--- config.mk ---
export PLATFORM = sky130hd
export DESIGN_NAME = sdram_rfsh_seq
export DESIGN_NICKNAME = d
export VERILOG_FILES = /design/src/rtl/sdram_rfsh_pkg.sv /design/src/rtl/rfsh_cfg_regs.sv /design/src/rtl/rfsh_interval_timer.sv /design/src/rtl/rfsh_down_timer.sv /design/src/rtl/sdram_rfsh_seq.sv
export SDC_FILE = /design/constraint.sdc
export NUM_CORES = 1
export LEC_CHECK = 0
export BUFFER_PORTS_ARGS = -buffer_cell sky130_fd_sc_hd__buf_2
export CAP_MARGIN = 25
export CORE_MARGIN = 3
export CORE_UTILIZATION = 40
export CTS_BUF_LIST = sky130_fd_sc_hd__clkbuf_4 sky130_fd_sc_hd__clkbuf_8 sky130_fd_sc_hd__clkbuf_16
export DETAILED_ROUTE_END_ITERATION = 8
export MAX_ROUTING_LAYER = met4
export PLACE_DENSITY = 0.71
export SLEW_MARGIN = 20
export SYNTH_ARGS = -nofsm -noshare
export SYNTH_HDL_FRONTEND = slang
export SYNTH_SLANG_ARGS = --single-unit
--- constraint.sdc ---
create_clock -name clk -period 2.2 [get_ports clk]
set_input_delay 0.44 -clock clk [delete_from_list [all_inputs] [get_ports clk]]
set_output_delay 0.44 -clock clk [all_outputs]
set_load 0.02 [all_outputs]
--- src/rtl/sdram_rfsh_pkg.sv ---
package sdram_rfsh_pkg;
    typedef enum logic [2:0] {
        ST_IDLE,
        ST_TRFC,
        ST_TRC,
        ST_SELF,
        ST_TXSR
    } rfsh_state_e;

    localparam int IVL_LSB   = 0;
    localparam int DWELL_LSB = 12;
    localparam int EN_BIT    = 24;
    localparam int KEEP_BIT  = 25;
    localparam int STAT_BIT  = 28;
endpackage

--- src/rtl/rfsh_cfg_regs.sv ---
module rfsh_cfg_regs
    import sdram_rfsh_pkg::*;
#(
    parameter int DW        = 32,
    parameter int IVL_W     = 12,
    parameter int DWELL_W   = 7,
    parameter int WAIT_W    = 4,
    parameter logic [IVL_W-1:0]   IVL_RST   = 12'h08c,
    parameter logic [DWELL_W-1:0] DWELL_RST = 7'h7f,
    parameter logic [WAIT_W-1:0]  WAIT_RST  = 4'he
) (
    input  logic               clk,
    input  logic               rst_n,
    input  logic               we,
    input  logic               sel,
    input  logic [DW-1:0]      wdata,
    input  logic               status,
    output logic [DW-1:0]      rdata,
    output logic [IVL_W-1:0]   ivl,
    output logic [DWELL_W-1:0] dwell,
    output logic               sr_en,
    output logic               keep_clk,
    output logic [WAIT_W-1:0]  twait
);
    logic wdata_unused;
    assign wdata_unused = ^wdata;

    always_ff @(posedge clk or negedge rst_n) begin
        if (!rst_n) begin
            ivl      <= IVL_RST;
            dwell    <= DWELL_RST;
            sr_en    <= 1'b0;
            keep_clk <= 1'b0;
            twait    <= WAIT_RST;
        end else if (we) begin
            if (!sel) begin
                ivl      <= wdata[IVL_LSB +: IVL_W];
                dwell    <= wdata[DWELL_LSB +: DWELL_W];
                sr_en    <= wdata[EN_BIT];
                keep_clk <= wdata[KEEP_BIT];
            end else begin
                twait    <= wdata[WAIT_W-1:0];
            end
        end
    end

    always_comb begin
        rdata = '0;
        if (!sel) begin
            rdata[IVL_LSB +: IVL_W]     = ivl;
            rdata[DWELL_LSB +: DWELL_W] = dwell;
            rdata[EN_BIT]               = sr_en;
            rdata[KEEP_BIT]             = keep_clk;
            rdata[STAT_BIT]             = status;
        end else begin
            rdata[WAIT_W-1:0]           = twait;
        end
    end
endmodule

--- src/rtl/rfsh_interval_timer.sv ---
module rfsh_interval_timer #(
    parameter int W = 12,
    parameter logic [W-1:0] RST = 12'h08c
) (
    input  logic         clk,
    input  logic         rst_n,
    input  logic [W-1:0] reload,
    input  logic         hold,
    input  logic         clr,
    output logic         pend
);
    logic [W-1:0] cnt;

    always_ff @(posedge clk or negedge rst_n) begin
        if (!rst_n) begin
            cnt  <= RST;
            pend <= 1'b0;
        end else if (hold) begin
            cnt  <= reload;
            pend <= 1'b0;
        end else if (cnt == '0) begin
            cnt  <= reload;
            pend <= 1'b1;
        end else begin
            cnt  <= cnt - 1'b1;
            if (clr) pend <= 1'b0;
        end
    end
endmodule

--- src/rtl/rfsh_down_timer.sv ---
module rfsh_down_timer #(
    parameter int W = 4
) (
    input  logic         clk,
    input  logic         rst_n,
    input  logic         load,
    input  logic [W-1:0] val,
    output logic         done
);
    logic [W-1:0] cnt;

    always_ff @(posedge clk or negedge rst_n) begin
        if (!rst_n)          cnt <= '0;
        else if (load)       cnt <= val;
        else if (cnt != '0)  cnt <= cnt - 1'b1;
    end

    assign done = (cnt == '0);
endmodule

--- src/rtl/sdram_rfsh_seq.sv ---
module sdram_rfsh_seq
    import sdram_rfsh_pkg::*;
#(
    parameter int DW      = 32,
    parameter int IVL_W   = 12,
    parameter int DWELL_W = 7,
    parameter int WAIT_W  = 4,
    parameter logic [IVL_W-1:0]   IVL_RST   = 12'h08c,
    parameter logic [DWELL_W-1:0] DWELL_RST = 7'h7f,
    parameter logic [WAIT_W-1:0]  WAIT_RST  = 4'he
) (
    input  logic          clk,
    input  logic          rst_n,
    input  logic          cfg_we,
    input  logic          cfg_sel,
    input  logic [DW-1:0] cfg_wdata,
    output logic [DW-1:0] cfg_rdata,
    input  logic          host_req,
    output logic          host_gnt,
    output logic          cmd_pall,
    output logic          cmd_aref,
    output logic          cmd_srent,
    output logic          cmd_srext,
    output logic          sdram_cke,
    output logic          sdram_clk_en
);
    rfsh_state_e state, nxt;

    logic [IVL_W-1:0]   ivl;
    logic [DWELL_W-1:0] dwell;
    logic [WAIT_W-1:0]  twait;
    logic sr_en, keep_clk, status_q, pend;
    logic wait_done, dwell_done;
    logic ld_wait, ld_dwell, set_stat;
    logic do_aref, do_pall, do_srent, do_srext;
    logic in_sr;

    rfsh_cfg_regs #(
        .DW(DW), .IVL_W(IVL_W), .DWELL_W(DWELL_W), .WAIT_W(WAIT_W),
        .IVL_RST(IVL_RST), .DWELL_RST(DWELL_RST), .WAIT_RST(WAIT_RST)
    ) u_regs (
        .clk(clk), .rst_n(rst_n), .we(cfg_we), .sel(cfg_sel),
        .wdata(cfg_wdata), .status(status_q), .rdata(cfg_rdata),
        .ivl(ivl), .dwell(dwell), .sr_en(sr_en), .keep_clk(keep_clk),
        .twait(twait)
    );

    assign in_sr = (state == ST_SELF) || (state == ST_TXSR);

    rfsh_interval_timer #(.W(IVL_W), .RST(IVL_RST)) u_ivl (
        .clk(clk), .rst_n(rst_n), .reload(ivl), .hold(in_sr),
        .clr(do_aref), .pend(pend)
    );

    rfsh_down_timer #(.W(WAIT_W)) u_wait (
        .clk(clk), .rst_n(rst_n), .load(ld_wait), .val(twait),
        .done(wait_done)
    );

    rfsh_down_timer #(.W(DWELL_W)) u_dwell (
        .clk(clk), .rst_n(rst_n), .load(ld_dwell), .val(dwell),
        .done(dwell_done)
    );

    always_comb begin
        nxt      = state;
        ld_wait  = 1'b0;
        ld_dwell = 1'b0;
        set_stat = 1'b0;
        do_aref  = 1'b0;
        do_pall  = 1'b0;
        do_srent = 1'b0;
        do_srext = 1'b0;
        unique case (state)
            ST_IDLE: begin
                if (pend && !host_req) begin
                    nxt     = ST_TRFC;
                    ld_wait = 1'b1;
                    do_aref = 1'b1;
                end else if (sr_en && !host_req) begin
                    nxt     = ST_TRC;
                    ld_wait = 1'b1;
                    do_pall = 1'b1;
                end
            end
            ST_TRFC: if (wait_done) nxt = ST_IDLE;
            ST_TRC: begin
                if (wait_done) begin
                    nxt      = ST_SELF;
                    ld_dwell = 1'b1;
                    do_srent = 1'b1;
                end
            end
            ST_SELF: begin
                if (!sr_en && dwell_done) begin
                    nxt      = ST_TXSR;
                    ld_wait  = 1'b1;
                    do_srext = 1'b1;
                end
            end
            ST_TXSR: begin
                if (wait_done) begin
                    nxt      = ST_IDLE;
                    set_stat = 1'b1;
                end
            end
            default: nxt = ST_IDLE;
        endcase
    end

    always_ff @(posedge clk or negedge rst_n) begin
        if (!rst_n) state <= ST_IDLE;
        else        state <= nxt;
    end

    always_ff @(posedge clk or negedge rst_n) begin
        if (!rst_n) begin
            cmd_pall     <= 1'b0;
            cmd_aref     <= 1'b0;
            cmd_srent    <= 1'b0;
            cmd_srext    <= 1'b0;
            sdram_cke    <= 1'b1;
            sdram_clk_en <= 1'b1;
            status_q     <= 1'b1;
        end else begin
            cmd_pall     <= do_pall;
            cmd_aref     <= do_aref;
            cmd_srent    <= do_srent;
            cmd_srext    <= do_srext;
            sdram_cke    <= (nxt != ST_SELF);
            sdram_clk_en <= (nxt == ST_SELF) ? keep_clk : 1'b1;
            if (do_srent)      status_q <= 1'b0;
            else if (set_stat) status_q <= 1'b1;
        end
    end

    assign host_gnt = host_req && (state == ST_IDLE) && !pend && !sr_en;
endmodule

==> flow_summary_export.csv, run 1 <==
group,metric,value,unit
clocking,cts_max_level,3,
clocking,cts_tree,"done",
sta,finalMaxSlewViolations,0,
floorplan,rows,31,
worst_setup_path,rr_worst_depth,6,
global_routing,grt_start_max_net_pins,39,
sta,max_slew_margin,65.74,%
global_routing,first_global_vias,2100,
clocking,clk_latency,0.35,ns
sta,period_needed,1.953,ns
clocking,clkTransAtPathRegs,0.07,ns
clocking,cts_repair_resize_count,0,
worst_setup_path,max_stage_delay,0.40,ns
floorplan,pin_count,76,
clocking,clkSinkCount,59,
worst_setup_path,critPathLaunch,"u_dwell.cnt[0]",
detailed_routing,wire_per_inst,13.42,µm
synth,async_reset_ff_share,100.0,%
sta,rsz0062_at_grt,"no",
worst_setup_path,r2r_start,"u_dwell.cnt[0]",
worst_setup_path,worst_setup_path_start_kind,"register",
worst_setup_path,crit_cells,6,
worst_setup_path,cp-end-kind,"register",
worst_setup_path,path_delay_family,"simple AND/OR/NAND/NOR gates",
global_routing,overflow,0,
sta,clock.fmax,512.1,MHz
sta,setup_viol,0,
power_and_ir_drop,power_density,1177,nW/µm²
worst_setup_path,path_buf_inv,1,
synth,synth_area_leader_cell,"dfrtp_1",
synth,ys_ff_latch,59,
floorplan,die_y,94.03,µm
clocking,postCtsSetupRepairBufs,0,
sta,period_share,88.76,%
clocking,cts.root.buffer_cell,"clkbuf_8",
detailed_routing,first_iter_violations,48,
detailed_routing,dr.pass1.iters,4,
placed_design,gp_congestion,0.8262,
synth,ys_types,50,
placed_design,hpwl,4143,µm
power_and_ir_drop,power.leakage,1.651,nW
global_routing,antenna_found_initial,0,
synth,synth_top_area_share,32.30,%
power_and_ir_drop,power,4.235,mW
detailed_routing,routed_wl,5769,µm
worst_setup_path,crit_arrival,2.18,ns
finish,fin_nets,368,
placed_design,port_buffers,54,
global_routing,grt_pass1_wl,9756,µm
sta,final-hold-violation-count,0,
worst_setup_path,ff2ff_setup_slack,0.25,ns
global_routing,grt.total_usage,15.04,%
sta,fin_worst_skew,0.008299,ns
synth,synth_edf_count,0,
finish,area_growth_syn_to_layout,16.15,%
synth,ys_seq_area_share,48.41,%
worst_setup_path,cp_slowest_cell,"dfrtp_1",
clocking,cts-buffers-inserted,9,
synth,syn_inst,268,
floorplan,core,7370,µm²
finish,num_antenna_cells,0,
synth,yosys_most_used_dff,"dfrtp_1",
sta,setup_tns,0,ns
synth,synth_area,3099,µm²
job,drv_cap,0,
worst_setup_path,worstPathCellList,"inv_1 -> ha_1 -> nor3b_2 -> nand2_2 -> o31ai_4 -> mux2_2",
sta,worst_slew_pin_slew,0.5139,ns
hold_path,hold_path.class,"in -> async",
floorplan,start_util,42.05,%
synth,avgSynthCellArea,11.56,µm²
detailed_routing,drc_errors,0,
floorplan,chipWidth,94.03,µm
detailed_routing,vias_per_cell,4.802,
floorplan,die_area,8841,µm²
synth,yosys_warnings,0,
sta,fin_ws,0.2473,ns
worst_setup_path,cp_max_fo,6,
finish,stdcell_area,3600,µm²
worst_setup_path,required,2.43,ns
placed_design,place_area,3436,µm²
detailed_routing,route.vias.total,2065,
clocking,clk_path_buf_depth,2,
run_status,status,"finished, final reports clean",
finish,final_core_util,48.85,%
finish,drive_gt1_share,43.81,%
power_and_ir_drop,vdd_drop_max,0.4805,mV
placed_design,place_ws,0.2897,ns
detailed_routing,ant_nets,0,
worst_setup_path,crit_type,"reg -> reg",
clocking,hold_buffers,0,
synth,synth_area_leaders,"dfrtp_1, dfstp_2, mux2_2",
final timing paths:
| path | to |
|---|---|
| hold reg to reg | status_q |
| min in group clk | u_regs.dwell[4] |
| max in group asynchronous | u_regs.ivl[7] |
| setup / recovery | u_wait.cnt[0] |
| setup reg to reg | u_wait.cnt[0] |
| hold / removal | u_dwell.cnt[6] |
cells by family after synthesis:
family | count (synthesis) | synth area share [%]
DFF | 59 | 48.41
buffers and inverters | 32 | 5.854
xor gates and xnor gates | 14 | 3.956
muxes | 44 | 16.83
AOI/OAI and AO/OA | 30 | 6.015
and+or+nand+nor | 83 | 16.80
adders and majority gates | 5 | 2.019
other | 1 | 0.1210
cell type report:
cell class	instances	area (µm²)
clock buffers	10	131.4
clock inverters	6	32.53
fillers	708	3770
inverters	12	45.04
multi-input cells	186	1454
flip-flops and latches	59	1500
well taps	99	123.9
repair buffers	58	312.8
Yosys cell counts (8+ instances only):
cell type,count
dfrtp_1,40
mux2_2,31
nor2b_1,22
dfstp_2,19
nand2_1,15
nor2_1,15
inv_1,12
xnor2_1,12
a21oi_1,11
buf_4,11
o21ai_0,10
mux2_4,8
power by group:
group | internal [mW] | switching [mW] | total (mW) | leakage [nW]
Combinational | 0.837 | 0.727 | 1.56 | 0.876
Clock | 0.409 | 0.423 | 0.832 | 0.0890
Sequential | 1.49 | 0.346 | 1.84 | 0.686
stage by stage:
| step | hold slack, ns | instances |
|---|---|---|
| floorplan | 0.1444 | 277 |
| global placement | 0.4409 | 414 |
| detailed placement | 0.4410 | 414 |
| CTS | 0.06413 | 430 |
| global route | 0.06830 | 430 |
| finish | 0.05989 | 430 |
sequential cells by signal, indices dropped and copies added (netlist names), 3 cells and up:
signal and flops:
u_wait.cnt 4, u_regs.ivl 12, state 3, u_dwell.cnt 7
u_regs.twait 4, u_regs.dwell 7, u_ivl.cnt 12
routing by layer:
layer / track usage [%] / part of all wire (%) / vias up
met3: 6.250 / 5.8 / 8
met5: - / 0 / -
met2: 23.36 / 48 / 53
li1: - / - / 1010
met4: 4.332 / 1.3 / 0
met1: 18.02 / 44 / 994
placed cells by master (no fill, tap or decap), drive strengths merged, types with 2 or more instances in the layout:
| cell type | synthesis | final |
|---|---|---|
| xnor2 | 12 | 12 |
| nand4b | 2 | 2 |
| nor3b | 3 | 3 |
| clkbuf | 5 | 10 |
| buf | 15 | 58 |
| o22a | 2 | 2 |
| nand3 | 6 | 6 |
| mux2i | 3 | 3 |
| nor2b | 22 | 22 |
| dfrtp | 40 | 40 |
| nand4 | 2 | 2 |
| nand2 | 16 | 16 |
| mux2 | 41 | 41 |
| conb | 1 | 10 |
| a21oi | 11 | 11 |
| dfstp | 19 | 19 |
| or3 | 2 | 2 |
| xor2 | 2 | 2 |
| nor2 | 15 | 15 |
| o31ai | 2 | 2 |
| clkinv | 0 | 5 |
| ha | 5 | 5 |
| a21o | 2 | 2 |
| o21ai | 11 | 11 |
| nor3 | 5 | 5 |
| nor4 | 2 | 2 |
| inv | 12 | 12 |
Note: power is estimated with default switching activity, not from simulation.
==> run 2: changes to the inputs <==
Settings changed: SETUP_SLACK_MARGIN set to 0.3.
Clock period 2.2 ns to 2.5 ns, I/O delays scaled along.
==> run 2 against run 1 <==
Effect of this change: first-iteration DRC count increased by 65%; global-route usage decreased by 0.57 points; sequential share of layout area decreased by 0.33 points; setup slack improved by 0.29 ns.
==> flow_summary_export.csv, run 2 (synthesis gave the netlist of run 1 again) <==
group,metric,value,unit
detailed_routing,dr.pass1.iters,4,
placed_design,hpwl,4153,µm
clocking,postCtsSetupRepairBufs,0,
global_routing,overflow,0,
worst_setup_path,cp-end-kind,"primary output",
worst_setup_path,cp_max_fo,26,
floorplan,die_y,94.03,µm
worst_setup_path,worst_setup_path_start_kind,"input pin",
sta,max_slew_margin,54.30,%
finish,fin_nets,368,
hold_path,hold_path.class,"in -> async",
detailed_routing,route.vias.total,2060,
placed_design,dpl.cell_count,414,
detailed_routing,wire_per_inst,13.13,µm
finish,drive_gt1_share,43.81,%
clocking,cts.root.buffer_cell,"clkbuf_8",
sta,period_share,78.59,%
worst_setup_path,crit_arrival,1.46,ns
floorplan,chipWidth,94.03,µm
detailed_routing,drc_errors,0,
global_routing,grt_start_max_net_pins,31,
floorplan,core,7370,µm²
placed_design,port_buffers,54,
power_and_ir_drop,vdd_drop_max,0.4968,mV
sta,rsz0062_at_grt,"no",
sta,period_needed,1.965,ns
global_routing,antenna_found_initial,0,
finish,reg_top3,"u_ivl.cnt (12), u_regs.ivl (12)",
detailed_routing,first_iter_violations,79,
clocking,clkTransAtPathRegs,0.06,ns
sta,setup_tns,0,ns
sta,finalMaxSlewViolations,0,
clocking,clkSinkCount,59,
finish,layout_commonest_cell,"buf_2",
clocking,clk_latency,0.33,ns
detailed_routing,routed_wl,5645,µm
sta,setup_viol,0,
worst_setup_path,max_stage_delay,0.41,ns
global_routing,first_global_vias,2052,
worst_setup_path,worstPathCellList,"buf_2 -> mux2_2 -> buf_2",
sta,fin_worst_skew,0.009411,ns
clocking,cts-buffers-inserted,9,
run_status,status,"finished, final reports clean",
detailed_routing,vias_per_cell,4.791,
global_routing,grt_pass1_wl,9563,µm
worst_setup_path,path_common_cell,"buf_2",
clocking,cts_tree,"done",
sta,clock.fmax,509.0,MHz
floorplan,die_area,8841,µm²
power_and_ir_drop,power.leakage,1.666,nW
finish,fin_cells,430,
sta,hold_slack,0.2032,ns
power_and_ir_drop,power_density,1055,nW/µm²
floorplan,rows,31,
finish,layout_common_cells,"buf_2, dfrtp_1, mux2_2",
worst_setup_path,required,2.00,ns
clocking,clk_path_buf_depth,2,
detailed_routing,ant_nets,0,
clocking,cts_repair_resize_count,0,
sta,final-hold-violation-count,0,
floorplan,start_util,42.05,%
worst_setup_path,crit_type,"in -> out",
sta,worst_slew_pin_slew,0.6855,ns
placed_design,gp_congestion,0.8074,
clocking,hold_buffers,0,
finish,num_antenna_cells,0,
global_routing,grt.total_usage,14.48,%
finish,stdcell_area,3628,µm²
clocking,cts_max_level,3,
job,drv_cap,0,
worst_setup_path,cp_slowest_cell,"buf_2",
power_and_ir_drop,power,3.829,mW
finish,area_growth_syn_to_layout,17.08,%
placed_design,place_area,3436,µm²
floorplan,pin_count,76,
run 2: cell count changes in the layout (fill, tap and decap cells not counted), sizes merged:
cell	before	now
bufinv	0	1
clkbuf	10	11
clkinv	5	4
clkinvlp	1	0
run 2: where the power goes:
group | internal [mW] | switching (mW) | total [mW] | leakage, nW
combinational | 0.737 | 0.629 | 1.37 | 0.876
sequential | 1.31 | 0.303 | 1.62 | 0.686
clock | 0.479 | 0.367 | 0.846 | 0.104
total | 2.53 | 1.30 | 3.83 | 1.67
run 2: routing by layer:
layer,part of all wire (%),global-route usage (%)
met1,45,17.54
met2,47,22.18
met3,5.6,4.167
met4,2.5,7.100
met5,0,-
run 2: cell type report:
type | count | area (µm²)
clock buffer | 11 | 138.9
clock inverter | 5 | 53.80
timing repair buffer | 58 | 312.8
multi-input combinational | 186 | 1454
fill | 714 | 3741
tap | 99 | 123.9
sequential | 59 | 1500
inverter | 12 | 45.04
run 2: worst paths after layout:
path / from / end / slack (ns) / cells past startpoint
max: cfg_sel / cfg_rdata[3] / 0.54 / 3
min: rst_n / cmd_aref / 0.20 / 1
max reg2reg: u_dwell.cnt[0] / u_wait.cnt[0] / 0.60 / 6
min reg2reg: status_q / status_q / 0.51 / 2
max in group asynchronous: rst_n / u_ivl.cnt[2] / 1.64 / 2
min in group clk: cfg_wdata[1] / u_regs.ivl[1] / 0.38 / 3
run 2: stage by stage:
stage               util (%)  worst slack, ns
floorplan                  -           0.6347
global route           49.24           0.4461
CTS                    49.24           0.4994
finish                 49.24           0.5352
global placement       46.62           0.5069
detailed placement     46.62           0.4999
run 2: critical path: cells and delay by family:
family	cells	cell delay, ns
buffers and inverters	2	0.57
muxes	1	0.39
